[src/rtl/rx_ring_pkg.sv]
package rx_ring_pkg;
  typedef enum logic [1:0] {
    SEL_BASE = 2'd0,
    SEL_LEN  = 2'd1,
    SEL_TAIL = 2'd2,
    SEL_CTRL = 2'd3
  } reg_sel_e;

  localparam int CTRL_EN_BIT  = 1;
  localparam int CTRL_THR_LSB = 8;
  localparam int SLOT_SHIFT   = 4;

  typedef enum logic [1:0] {
    THR_HALF    = 2'd0,
    THR_QUARTER = 2'd1,
    THR_EIGHTH  = 2'd2,
    THR_OFF     = 2'd3
  } thr_sel_e;
endpackage

[src/rtl/rx_ring_regs.sv]
module rx_ring_regs
  import rx_ring_pkg::*;
#(
  parameter int ADDR_W = 32,
  parameter int IDX_W  = 12
) (
  input  logic              clk,
  input  logic              rst_n,
  input  logic              wr_en,
  input  logic [1:0]        wr_sel,
  input  logic [31:0]       wr_data,
  output logic [ADDR_W-1:0] base_q,
  output logic [IDX_W-1:0]  slot_cnt,
  output logic              ring_en,
  output logic [1:0]        thr_sel,
  output logic [IDX_W-1:0]  tail_q,
  output logic [IDX_W-1:0]  tail_nxt
);
  localparam int LEN_MSB = IDX_W + SLOT_SHIFT - 1;

  logic             wr_base, wr_len, wr_tail, wr_ctrl;
  logic [IDX_W-1:0] tail_req;

  assign wr_base = wr_en && (wr_sel == SEL_BASE);
  assign wr_len  = wr_en && (wr_sel == SEL_LEN);
  assign wr_tail = wr_en && (wr_sel == SEL_TAIL);
  assign wr_ctrl = wr_en && (wr_sel == SEL_CTRL);

  assign tail_req = wr_data[IDX_W-1:0];

  always_comb begin
    tail_nxt = tail_q;
    if (wr_tail) begin
      if (tail_req >= slot_cnt) tail_nxt = '0;
      else                      tail_nxt = tail_req;
    end
  end

  always_ff @(posedge clk) begin
    if (!rst_n) begin
      base_q   <= '0;
      slot_cnt <= '0;
      ring_en  <= 1'b0;
      thr_sel  <= 2'd0;
      tail_q   <= '0;
    end else begin
      if (wr_base) base_q   <= wr_data[ADDR_W-1:0];
      if (wr_len)  slot_cnt <= wr_data[LEN_MSB:SLOT_SHIFT];
      if (wr_ctrl) begin
        ring_en <= wr_data[CTRL_EN_BIT];
        thr_sel <= wr_data[CTRL_THR_LSB+1:CTRL_THR_LSB];
      end
      tail_q <= tail_nxt;
    end
  end

  // a stored tail is always inside the ring, or zero
  assert_tail_range_R8: assert property (@(posedge clk) disable iff (!rst_n)
    wr_tail |=> (tail_q < slot_cnt) || (tail_q == '0));
endmodule

[src/rtl/rx_ring_head.sv]
module rx_ring_head #(
  parameter int ADDR_W = 32,
  parameter int IDX_W  = 12
) (
  input  logic              clk,
  input  logic              rst_n,
  input  logic              ring_en,
  input  logic [IDX_W-1:0]  slot_cnt,
  input  logic [IDX_W-1:0]  tail_q,
  input  logic [ADDR_W-1:0] base_q,
  input  logic              frame_done,
  output logic [IDX_W-1:0]  head_q,
  output logic [IDX_W-1:0]  head_nxt,
  output logic              avail,
  output logic [ADDR_W-1:0] desc_addr,
  output logic              ovr_evt
);
  localparam int SLOT_SHIFT = rx_ring_pkg::SLOT_SHIFT;

  logic             accept;
  logic             refuse;
  logic [IDX_W-1:0] head_inc;

  assign avail    = ring_en && (slot_cnt != '0) && (head_q != tail_q);
  assign accept   = frame_done && avail;
  assign refuse   = frame_done && ring_en && !avail;
  assign head_inc = head_q + 1'b1;

  always_comb begin
    head_nxt = head_q;
    if (accept) begin
      if (head_inc >= slot_cnt) head_nxt = '0;
      else                      head_nxt = head_inc;
    end
  end

  assign desc_addr = base_q + (ADDR_W'(head_q) << SLOT_SHIFT);

  always_ff @(posedge clk) begin
    if (!rst_n) begin
      head_q  <= '0;
      ovr_evt <= 1'b0;
    end else begin
      head_q  <= head_nxt;
      ovr_evt <= refuse;
    end
  end

  // an accepted frame moves the head
  assert_head_moves_R5: assert property (@(posedge clk) disable iff (!rst_n)
    (frame_done && avail && slot_cnt > 1) |=> (head_q != $past(head_q)));

  // a refused frame holds the head and pulses overrun
  assert_drop_holds_R6: assert property (@(posedge clk) disable iff (!rst_n)
    (frame_done && ring_en && !avail) |=> (ovr_evt && head_q == $past(head_q)));

  // a disabled ring never moves and never reports
  assert_idle_when_off_R7: assert property (@(posedge clk) disable iff (!rst_n)
    !ring_en |=> (head_q == $past(head_q)) && !ovr_evt);
endmodule

[src/rtl/rx_ring_thresh.sv]
module rx_ring_thresh
  import rx_ring_pkg::*;
#(
  parameter int IDX_W = 12
) (
  input  logic             clk,
  input  logic             rst_n,
  input  logic             ring_en,
  input  logic [1:0]       thr_sel,
  input  logic [IDX_W-1:0] slot_cnt,
  input  logic [IDX_W-1:0] head_q,
  input  logic [IDX_W-1:0] head_nxt,
  input  logic [IDX_W-1:0] tail_q,
  input  logic [IDX_W-1:0] tail_nxt,
  output logic             low_evt
);
  localparam int CW = IDX_W + 1;

  function automatic logic [CW-1:0] free_slots(input logic [IDX_W-1:0] h,
                                               input logic [IDX_W-1:0] t,
                                               input logic [IDX_W-1:0] n);
    if (t >= h) free_slots = CW'(t) - CW'(h);
    else        free_slots = CW'(t) + CW'(n) - CW'(h);
  endfunction

  logic [CW-1:0] free_cur, free_new, limit;
  logic          thr_on;

  assign free_cur = free_slots(head_q, tail_q, slot_cnt);
  assign free_new = free_slots(head_nxt, tail_nxt, slot_cnt);

  always_comb begin
    thr_on = 1'b1;
    limit  = '0;
    case (thr_sel)
      THR_HALF:    limit = CW'(slot_cnt >> 1);
      THR_QUARTER: limit = CW'(slot_cnt >> 2);
      THR_EIGHTH:  limit = CW'(slot_cnt >> 3);
      default:     thr_on = 1'b0;
    endcase
  end

  always_ff @(posedge clk) begin
    if (!rst_n) low_evt <= 1'b0;
    else        low_evt <= ring_en && thr_on && (free_cur > limit) && (free_new <= limit);
  end

  // the low pulse only follows an enabled ring with the event switched on
  assert_low_gated_R9: assert property (@(posedge clk) disable iff (!rst_n)
    low_evt |-> $past(ring_en) && ($past(thr_sel) != THR_OFF));
endmodule

[src/rtl/rx_ring_mgr.sv]
module rx_ring_mgr #(
  parameter int ADDR_W = 32,
  parameter int IDX_W  = 12
) (
  input  logic              clk,
  input  logic              rst_n,
  input  logic              reg_we,
  input  logic [1:0]        reg_sel,
  input  logic [31:0]       reg_wdata,
  input  logic              frame_done,
  output logic              desc_valid,
  output logic [ADDR_W-1:0] desc_addr,
  output logic              evt_overrun,
  output logic              evt_low_desc
);
  logic [ADDR_W-1:0] base_q;
  logic [IDX_W-1:0]  slot_cnt, tail_q, tail_nxt, head_q, head_nxt;
  logic              ring_en;
  logic [1:0]        thr_sel;

  rx_ring_regs #(.ADDR_W(ADDR_W), .IDX_W(IDX_W)) u_regs (
    .clk(clk), .rst_n(rst_n), .wr_en(reg_we), .wr_sel(reg_sel), .wr_data(reg_wdata),
    .base_q(base_q), .slot_cnt(slot_cnt), .ring_en(ring_en), .thr_sel(thr_sel),
    .tail_q(tail_q), .tail_nxt(tail_nxt)
  );

  rx_ring_head #(.ADDR_W(ADDR_W), .IDX_W(IDX_W)) u_head (
    .clk(clk), .rst_n(rst_n), .ring_en(ring_en), .slot_cnt(slot_cnt), .tail_q(tail_q),
    .base_q(base_q), .frame_done(frame_done), .head_q(head_q), .head_nxt(head_nxt),
    .avail(desc_valid), .desc_addr(desc_addr), .ovr_evt(evt_overrun)
  );

  rx_ring_thresh #(.IDX_W(IDX_W)) u_thr (
    .clk(clk), .rst_n(rst_n), .ring_en(ring_en), .thr_sel(thr_sel), .slot_cnt(slot_cnt),
    .head_q(head_q), .head_nxt(head_nxt), .tail_q(tail_q), .tail_nxt(tail_nxt),
    .low_evt(evt_low_desc)
  );

  // a descriptor is never offered while the ring is off
  assert_valid_needs_en_R4: assert property (@(posedge clk) disable iff (!rst_n)
    $fell(ring_en) |-> !desc_valid);
endmodule

[config.mk]
export PLATFORM = sky130hd
export DESIGN_NAME = rx_ring_mgr
export DESIGN_NICKNAME = d
export VERILOG_FILES = /design/src/rtl/rx_ring_pkg.sv /design/src/rtl/rx_ring_regs.sv /design/src/rtl/rx_ring_head.sv /design/src/rtl/rx_ring_thresh.sv /design/src/rtl/rx_ring_mgr.sv
export SDC_FILE = /design/constraint.sdc
export NUM_CORES = 1
export LEC_CHECK = 0
export ABC_CLOCK_PERIOD_IN_PS = 9450
export BUFFER_PORTS_ARGS = -buffer_cell sky130_fd_sc_hd__clkbuf_2
export CORE_MARGIN = 3
export CORE_UTILIZATION = 67
export CTS_CLUSTER_DIAMETER = 50
export CTS_CLUSTER_SIZE = 10
export DETAILED_ROUTE_END_ITERATION = 10
export GPL_TIMING_DRIVEN = 0
export PLACE_DENSITY = 0.94
export SYNTH_ARGS = -nofsm -noshare
export SYNTH_HDL_FRONTEND = slang
export SYNTH_SLANG_ARGS = --single-unit
[constraint.sdc]
create_clock -name clk -period 9.45 [get_ports clk]
set_input_delay 0.4725 -clock clk [delete_from_list [all_inputs] [get_ports clk]]
set_output_delay 0.4725 -clock clk [all_outputs]
set_load 0.02 [all_outputs]
# Word-level counts from Yosys, hierarchy flattened

Cells that the tools add are included.

Add/sub/neg operators: 8
$lt $le $gt $ge: 6
Equality and inequality tests: 6
Multiplexer cells: 8
Reduce and logical (&&, ||, !) cells: 17

Operators by type and width:

| kind                                          | number |
|---|---|
| >= comparator 12 bit                          | 4 |
| two-way mux 12 bit                            | 4 |
| case mux 11 bit (3 select lines)              | 1 |
| adder 32 x 16 -> 32 bit                       | 1 |
| adder 12 x 12 -> 13 bit                       | 2 |
| two-way mux 13 bit                            | 2 |
| subtractor 12 x 12 -> 13 bit                  | 2 |
| subtractor 13 x 12 -> 13 bit                  | 2 |
| > comparator 13 x 11 -> 1 bit                 | 1 |
| less-or-equal comparator 13 x 11 -> 1 bit     | 1 |
| adder 12 x 1 -> 12 bit, second input constant | 1 |
| logical AND 1 bit                             | 12 |
| != test 12 bit                                | 1 |
| nonzero test 12 bit                           | 1 |
| == test 2 bit, second input constant          | 3 |
| == test 2 x 1 -> 1 bit, second input constant | 2 |
| logical NOT 2 bit                             | 2 |
| OR reduction 3 bit                            | 1 |
| logical NOT 1 bit                             | 1 |
| two-way mux 1 bit                             | 1 |

Bits in registers: 73
Input bits: 38
Output and inout port bits: 35
Word-level logic and storage cells: 53

# Longest topological paths before layout

Gate-level depths: netlist of the first run.

Depth in word-level cells: 9
Mapped depth: 33
Mapped depth without buffers: 31

# Cells and area by module

From an unflattened synthesis of the first run, not the netlist that was laid out.

Cell total of the unflattened synthesis: 1140
Area, all modules: 8749.6 µm²

By module, submodules not included:

| module         | instances | cells an instance | area each (µm²) | sequential area each (µm²) |
|---|---|---|---|---|
| rx_ring_thresh | 1         | 539               | 3837.4          | 20.0 |
| rx_ring_regs   | 1         | 304               | 2676.3          | 1181.1 |
| rx_ring_head   | 1         | 297               | 2235.9          | 260.2 |

# Least setup slack after synthesis of the first run

Ideal clock, no wire load.

Kind: register to register
From: register u_head.head_q[0]
To: register u_thr.low_evt
Setup time: 0.103 ns
Arrival: 6.228 ns
Data required time: 9.347 ns
Slack: 3.119 ns
Stages on the path, launching flop included: 31
Buffers on the path: 0
Period minus slack after synthesis: 6.331 ns
Cell sequence: dfxtp_1 -> ha_1 -> and3_1 -> nand3_1 -> nor3_1 -> xnor2_1 -> inv_1 -> ha_1 -> nor3_1 -> nor4b_1 -> o21ai_0 -> a221o_1 -> nor2_1 -> a22o_1 -> inv_1 -> ha_1 -> a21o_1 -> or3_1 -> o22a_1 -> o221ai_1 -> a21oi_2 -> mux2_2 -> ha_1 -> nor2b_1 -> o21a_1 -> o21a_1 -> o21ai_1 -> a221oi_1 -> a2111oi_0 -> o2111ai_1 -> a2111oi_2

Cells in the longest elaborated chain, start to end: 8
Elaborated cells on any way between the ends: 19
Those cells by class: add/sub: 5; order compare: 5; eq/ne: 1; mux: 4; reduce/logical: 4

Ends and longest elaborated chain:

| what                                                       | line                                   | RTL |
|---|---|---|
| from (decl)                                                | rx_ring_head.sv:12                     | `output logic [IDX_W-1:0] head_q,` |
| from (signal assigned)                                     | rx_ring_head.sv:44                     | `head_q <= head_nxt;` |
| adder 12 x 1 -> 12 bit or != test 12 bit (tied branches)   | rx_ring_head.sv:27, rx_ring_head.sv:24 |  |
| >= comparator 12 bit or logical AND 1 bit (tied branches)  | rx_ring_head.sv:32, rx_ring_head.sv:24 |  |
| two-way mux 12 bit or logical AND 1 bit (tied branches)    | rx_ring_head.sv:32, rx_ring_head.sv:25 |  |
| two-way mux 12 bit *                                       | rx_ring_head.sv:31                     | `if (accept) begin` |
| named net head_nxt[6]                                      | rx_ring_mgr.sv:17                      | `logic [IDX_W-1:0] slot_cnt, tail_q, tail_nxt, head_q, head_nxt;` |
| subtractor 13 x 12 -> 13 bit, or another cell as far along | rx_ring_thresh.sv:23                   | `else free_slots = CW'(t) + CW'(n) - CW'(h);` |
| two-way mux 13 bit *                                       | rx_ring_thresh.sv:22                   | `if (t >= h) free_slots = CW'(t) - CW'(h);` |
| less-or-equal comparator 13 x 11 -> 1 bit *                | rx_ring_thresh.sv:45                   | `else low_evt <= ring_en && thr_on && (free_cur > limit) && (free_new <= limit);` |
| logical AND 1 bit *                                        | rx_ring_thresh.sv:45                   |  |
| to (signal assigned)                                       | rx_ring_thresh.sv:45                   |  |
| to (decl)                                                  | rx_ring_thresh.sv:15                   | `output logic low_evt` |

The timed path passes the listed nets; every way through them passes the cells marked *.
A chain may end at the register's enable or synchronous reset.

# Worst setup path in the final report of the first run

From: register u_head.head_q[1]
To: register u_thr.low_evt

Same word-level chain as after synthesis.

==> run_results.csv, run 1 <==
group,metric,value,unit
min_path,whs_path_depth,3,
cts,clk_latency,0.34,ns
critical_path,critPathBufInv,3,
logic_synthesis,synthCells,1048,
power,power.leakage,4.02,nW
critical_path,crit_path_start_kind,"register",
placed_design,place_hpwl,20.0,mm
min_path,holdCritStartpoint,"reg_wdata[21]",
critical_path,cp.arrival,8.50,ns
drt,first_pass_iters,6,
floorplan,coreArea,0.0117,mm²
sta,slew_headroom,41.4,%
cts,cts_made_buffers,9,
logic_synthesis,yosys_warnings,0,
status,status,"finished clean",
cts,cts-root-buf,"clkbuf_16",
global_routing,grt_pass1_wl,41.2,mm
logic_synthesis,synth_enable_flop_cells,0,
drt,wl_per_cell,20.4,µm
drt,topRoutingLayerUsed,"met4",
sta,worst_slew_pin_slew,0.871,ns
critical_path,crit_family,"compound AO/OA/AOI/OAI gates",
sta,slew_viol_final,0,
flow_run,cap_violations,0,
logic_synthesis,synth_top_area_cell,"dfxtp_1",
critical_path,crit_start,"u_head.head_q[1]",
logic_synthesis,synth_area_leaders,"dfxtp_1 (18%), ha_1 (17%), fa_1 (6.6%)",
sta,hold_viol,0,
critical_path,cp-end-kind,"register",
floorplan,rows,39,
power,cellPowerDensity,117,mW/mm²
cts,postCtsHoldBufs,0,
cts,cts.path.max_buffers,2,
logic_synthesis,ys_seq_elements,73,
global_routing,grt_max_degree,14,
sta,layout_min_cycle_time,8.25,ns
floorplan,start_util,70.3,%
cts,path_clk_slew,0.06,ns
cells_and_area,layout-drive-gt1-share,10.1,%
drt,viasPerCell,6.67,
cells_and_area,layout_common_cells,"nand2_1 (135), inv_1 (111), ha_1 (109)",
drt,drt-initial-drc-count,1252,
cts,postCtsSetupRepairBufs,0,
critical_path,worstRegToRegCells,30,
global_routing,antenna_found_initial,0,
drt,ant_nets,0,
floorplan,die_area,0.0137,mm²
floorplan,fp.dieH,117,µm
global_routing,gr-total-overflow,0,
cts,cts_tree,"yes",
logic_synthesis,syn_area_per_cell,7.86,µm²
critical_path,cp_num_cells,30,
drt,detailroute.via_count,8526,
cells_and_area,fillerInstances,791,
cts,h-tree-depth,3,
global_routing,grt_usage,38.9,%
drt,dr_wl_met3,3.08,mm
min_path,hp-class,"in2reg",
global_routing,grt_pass1_vias,8176,
cells_and_area,final_core_util,77.4,%
drt,drc_errors,0,
critical_path,r2r-start,"u_head.head_q[1]",
sta,fin_crit_sh,87.3,%
drt,routed_wl,26.1,mm
critical_path,crit_type,"reg2reg",
logic_synthesis,netlist_area,0.00823,mm²
sta,setup_violations,0,
cells_and_area,antenna_cells,0,
cells_and_area,area_delta_synth_final,10.1,%
cells_and_area,nNetsFinal,1304,
cts,postCtsResizedCells,0,
sta,rsz0062_at_grt,"no",
cells_and_area,final_common_cell,"nand2_1",
logic_synthesis,yosys.area.top_type_share,17.7,%
sta,finClkSkew,0.00615,ns
critical_path,crit_fanout,10,
critical_path,crit_slowest_cell,"a2111oi_0",
logic_synthesis,ys_seq_area_share,17.7,%
placed_design,gp_congestion,1.04,
logic_synthesis,synth_nets,1222,
cts,clock-sinks,73,
sta,max_freq,121,MHz
cells_and_area,multi_input_area,0.00618,mm²
logic_synthesis,ys.flop_type,"dfxtp_1",
critical_path,critPathMostFrequentCell,"ha_1",
drt,met1_length,9.76,mm
critical_path,slowest_delay,0.66,ns
floorplan,die_w,117,µm
logic_synthesis,ys_types,75,
logic_synthesis,synthArstFlopShare,0,%
drt,wl_met2,11.6,mm
cells_and_area,regArea,0.00146,mm²
sta,setup_tns,0,ns
floorplan,ios,73,
power,max-vdd-ir-drop,0.110,mV
placed_design,io_buffers,71,
critical_path,critPathRequiredTime,9.69,ns
-- final timing paths --
check	endpoint	slack [ns]
worst max register to register	u_thr.low_evt	1.20
worst min-delay path	u_regs.base_q[21]	0.36
worst min register to register	u_regs.base_q[0]	0.47
worst max-delay path	u_thr.low_evt	1.20
-- Yosys cell counts (all sizes together) (6+ instances only) --
library cell and number:
inv 111, nand3 22, or3 6, fa 27, a32oi 11, nor2 59
ha 109, and3 11, a21oi 60, o21a 13, xnor2 49, o21bai 6
nor2b 20, nand4 6, buf 7, a32o 12, a211o 6, nor3 16
and2 12, clkbuf 33, xor2 19, a21boi 45, o21ai 44, mux2i 6
dfxtp 73, a211oi 9, o31ai 8, nand2 135, a22o 18, a21o 23
nand2b 7
-- stage by stage --
step / setup slack (ns) / power (mW) / hold WS [ns] / std cells / cell area [µm²]
4_1_cts: 1.54 / 1.05 / 0.362 / 1278 / 9060
6_report: 1.20 / 1.06 / 0.360 / 1278 / 9060
2_1_floorplan: 3.12 / 0.612 / 0.444 / 1048 / 8230
5_1_grt: 0.834 / 1.12 / 0.385 / 1278 / 9060
3_3_place_gp: 1.82 / 0.699 / 0.452 / 1262 / 8770
3_5_place_dp: 1.59 / 0.711 / 0.458 / 1262 / 8770
-- state kept, by name, indices dropped and copies added, names as in the netlist --
register         flops
u_regs.ring_en       1
u_regs.slot_cnt     12
u_regs.base_q       32
u_head.head_q       12
u_regs.thr_sel       2
u_thr.low_evt        1
u_regs.tail_q       12
u_head.ovr_evt       1
-- cell type report --
| type | count | area share (%) |
|---|---|---|
| Inverter | 111 | 4.60 |
| Tap cell | 143 | 1.97 |
| Sequential cell | 73 | 16.1 |
| Clock inverter | 6 | 0.745 |
| Buffer | 40 | 1.92 |
| Multi-Input combinational cell | 824 | 68.2 |
| Clock buffer | 10 | 2.53 |
| Timing Repair Buffer | 71 | 3.92 |
-- power by group --
part / internal (mW) / total [mW] / switching [mW]
Sequential: 0.316 / 0.326 / 0.0104
Combinational: 0.163 / 0.392 / 0.228
Clock: 0.205 / 0.347 / 0.142
Total: 0.684 / 1.06 / 0.381
-- worst reg2reg max path, delay by kind of cell, from the launching register on --
family                   cells  cell delay (ns)
AO/OA/AOI/OAI               16             4.10
XOR/XNOR                     1             0.19
adder cells (fa/ha/maj)      4             1.20
buffers and inverters        3             0.53
flip-flops                   1             0.48
AND/OR/NAND/NOR              6             1.66
-- cells by family (layout without fill, tap and decap cells) --
| group | after synthesis | in the layout | share of synthesized area, % |
|---|---|---|---|
| buf+inv | 151 | 238 | 7.17 |
| flops | 73 | 73 | 17.7 |
| fa+ha+maj | 136 | 136 | 23.1 |
| mux | 9 | 9 | 1.14 |
| compound gates | 292 | 292 | 25.4 |
| simple gates | 319 | 319 | 18.2 |
| xor+xnor | 68 | 68 | 7.23 |
-- per-layer routing --
layer / up-vias / track usage, %
met5: - / 0
met2: 539 / 63.3
met1: 3942 / 46.9
met4: 0 / 18.5
li1: 3849 / -
met3: 196 / 11.8
Note: power is estimated with default switching activity, not from simulation.
==> run 2, diff against run 1 <==
Settings changed: CORE_MARGIN 3 to 5, GPL_ROUTABILITY_DRIVEN set to 1.
==> run_results.csv, run 2 (synthesis gave the netlist of run 1 again) <==
group,metric,value,unit
status,status,"finished with violations",
status,failed_checks,"DRC",
cells_and_area,fillerInstances,878,
sta,setup_tns,0,ns
floorplan,die_area,0.0146,mm²
cts,postCtsHoldBufs,0,
global_routing,grt_pass1_vias,8008,
global_routing,grt_usage,35.3,%
sta,hold_viol,0,
cells_and_area,area_delta_synth_final,10.2,%
critical_path,critPathBufInv,3,
sta,worst_slew_pin_slew,0.779,ns
critical_path,crit_type,"reg2reg",
placed_design,gp_congestion,1.06,
cells_and_area,layout-drive-gt1-share,10.2,%
cts,h-tree-depth,3,
floorplan,start_util,68.6,%
power,swShare,37.2,%
placed_design,io_buffers,71,
power,pwr-share-clk,32.3,%
cts,path_clk_slew,0.07,ns
critical_path,worstRegToRegCells,31,
floorplan,rows,40,
power,seqPwrFrac,30.7,%
drt,ant_nets,0,
power,pwr-share-comb,37.0,%
power,internal_power,0.666,mW
cells_and_area,largest_reg_flops,32,
power,p_total,1.06,mW
placed_design,placed_cells,1266,
placed_design,place_hpwl,20.3,mm
sta,finClkSkew,0.00689,ns
sta,slew_viol_final,0,
drt,viasPerCell,6.47,
min_path,hp-class,"in2reg",
power,p_switching,0.394,mW
floorplan,fp.dieH,121,µm
min_path,whs_path_depth,3,
critical_path,slowest_delay,0.72,ns
cts,clock-sinks,73,
sta,rsz0062_at_grt,"no",
power,max-vdd-ir-drop,0.124,mV
drt,first_pass_iters,9,
sta,fin_crit_sh,87.4,%
cells_and_area,nNetsFinal,1304,
cells_and_area,layout_common_cells,"nand2_1 (135), inv_1 (111), ha_1 (109)",
cts,postCtsResizedCells,0,
cts,cts.path.max_buffers,2,
drt,drc_errors,1,
critical_path,critPathRequiredTime,9.70,ns
min_path,holdPathEnd,"u_regs.base_q[28]",
global_routing,grt_max_degree,17,
floorplan,ios,73,
drt,wl_per_cell,19.8,µm
flow_run,cap_violations,0,
critical_path,crit_fanout,10,
global_routing,grt_pass1_wl,40.7,mm
cts,clk_latency,0.34,ns
cells_and_area,largest_register,"u_regs.base_q",
critical_path,crit_slowest_cell,"a2111oi_0",
cts,cts_made_buffers,9,
cells_and_area,final_common_cell,"nand2_1",
sta,setup_violations,0,
floorplan,coreArea,0.0120,mm²
critical_path,crit_path_start_kind,"register",
critical_path,reg2reg_slack,1.19,ns
power,power.leakage,4.03,nW
critical_path,crit_family,"compound AO/OA/AOI/OAI gates",
critical_path,r2r-start,"u_head.head_q[0]",
min_path,holdCritStartpoint,"reg_wdata[28]",
cts,cts_tree,"yes",
global_routing,antenna_found_initial,0,
drt,routed_wl,25.4,mm
power,cellPowerDensity,117,mW/mm²
cells_and_area,final_core_util,75.5,%
critical_path,r2r_end,"u_thr.low_evt",
sta,layout_min_cycle_time,8.26,ns
critical_path,cp.arrival,8.50,ns
cts,cts-root-buf,"clkbuf_16",
cells_and_area,instances_no_fill,1282,
critical_path,critPathMostFrequentCell,"ha_1",
cells_and_area,antenna_cells,0,
drt,drt-initial-drc-count,945,
floorplan,die_w,121,µm
cts,postCtsSetupRepairBufs,0,
sta,max_freq,121,MHz
drt,detailroute.via_count,8300,
sta,slew_headroom,46.7,%
global_routing,gr-total-overflow,0,
critical_path,cp-end-kind,"register",
[run 2: stage by stage]
step / setup WS (ns) / area [µm²] / hold WS [ns]
5_1_grt: 0.623 / 9070 / 0.369
4_1_cts: 1.48 / 9070 / 0.354
3_5_place_dp: 1.56 / 8770 / 0.466
2_1_floorplan: 3.12 / 8230 / 0.444
6_report: 1.19 / 9070 / 0.355
3_3_place_gp: 1.65 / 8770 / 0.453
[run 2: worst reg2reg max path, delay by kind of cell (launching register included)]
| kind | cells | cell delay, ns |
|---|---|---|
| flops | 1 | 0.53 |
| fa+ha+maj | 4 | 1.12 |
| buf+inv | 3 | 0.54 |
| xor+xnor | 1 | 0.18 |
| compound gates | 16 | 3.99 |
| simple gates | 7 | 1.81 |
[run 2: worst max path at each step]
stage | slack (ns) | from | cells past startpoint | endpoint
6_report | 1.19 | u_head.head_q[0] | 31 | u_thr.low_evt
5_1_grt | 0.62 | u_head.head_q[0] | 30 | u_thr.low_evt
4_1_cts | 1.48 | u_head.head_q[0] | 30 | u_thr.low_evt
3_5_place_dp | 1.56 | u_head.head_q[0] | 30 | u_thr.low_evt
3_3_place_gp | 1.65 | u_head.head_q[0] | 30 | u_thr.low_evt
2_1_floorplan | 3.12 | u_head.head_q[0] | 30 | u_thr.low_evt
[run 2: layer usage]
| layer | vias to the layer above | global-route usage [%] | share of wire (%) |
|---|---|---|---|
| li1 | 3855 | - | - |
| met1 | 3840 | 43.6 | 38 |
| met2 | 458 | 57.2 | 45 |
| met3 | 147 | 7.18 | 10 |
| met4 | 0 | 20.0 | 6.7 |
| met5 | - | 0 | 0 |
[run 2: cell type report]
class                   count  area, µm²  share of cell area (%)
plain buffers              40        174                    1.92
inverters                 111        417                    4.59
multi-input cells         824       6180                    68.2
clock inverters             7       71.3                   0.786
repair buffers             71        355                    3.92
clock buffers               9        225                    2.48
well taps                 147        184                    2.03
flip-flops and latches     73       1460                    16.1
[run 2: power by group through the flow]
stage	Combinational, mW	Clock (mW)	Sequential [mW]
6_report	0.392	0.343	0.325
3_5_place_dp	0.379	0	0.331
5_1_grt	0.432	0.353	0.325
2_1_floorplan	0.284	0	0.328
4_1_cts	0.382	0.341	0.324
3_3_place_gp	0.366	0	0.331
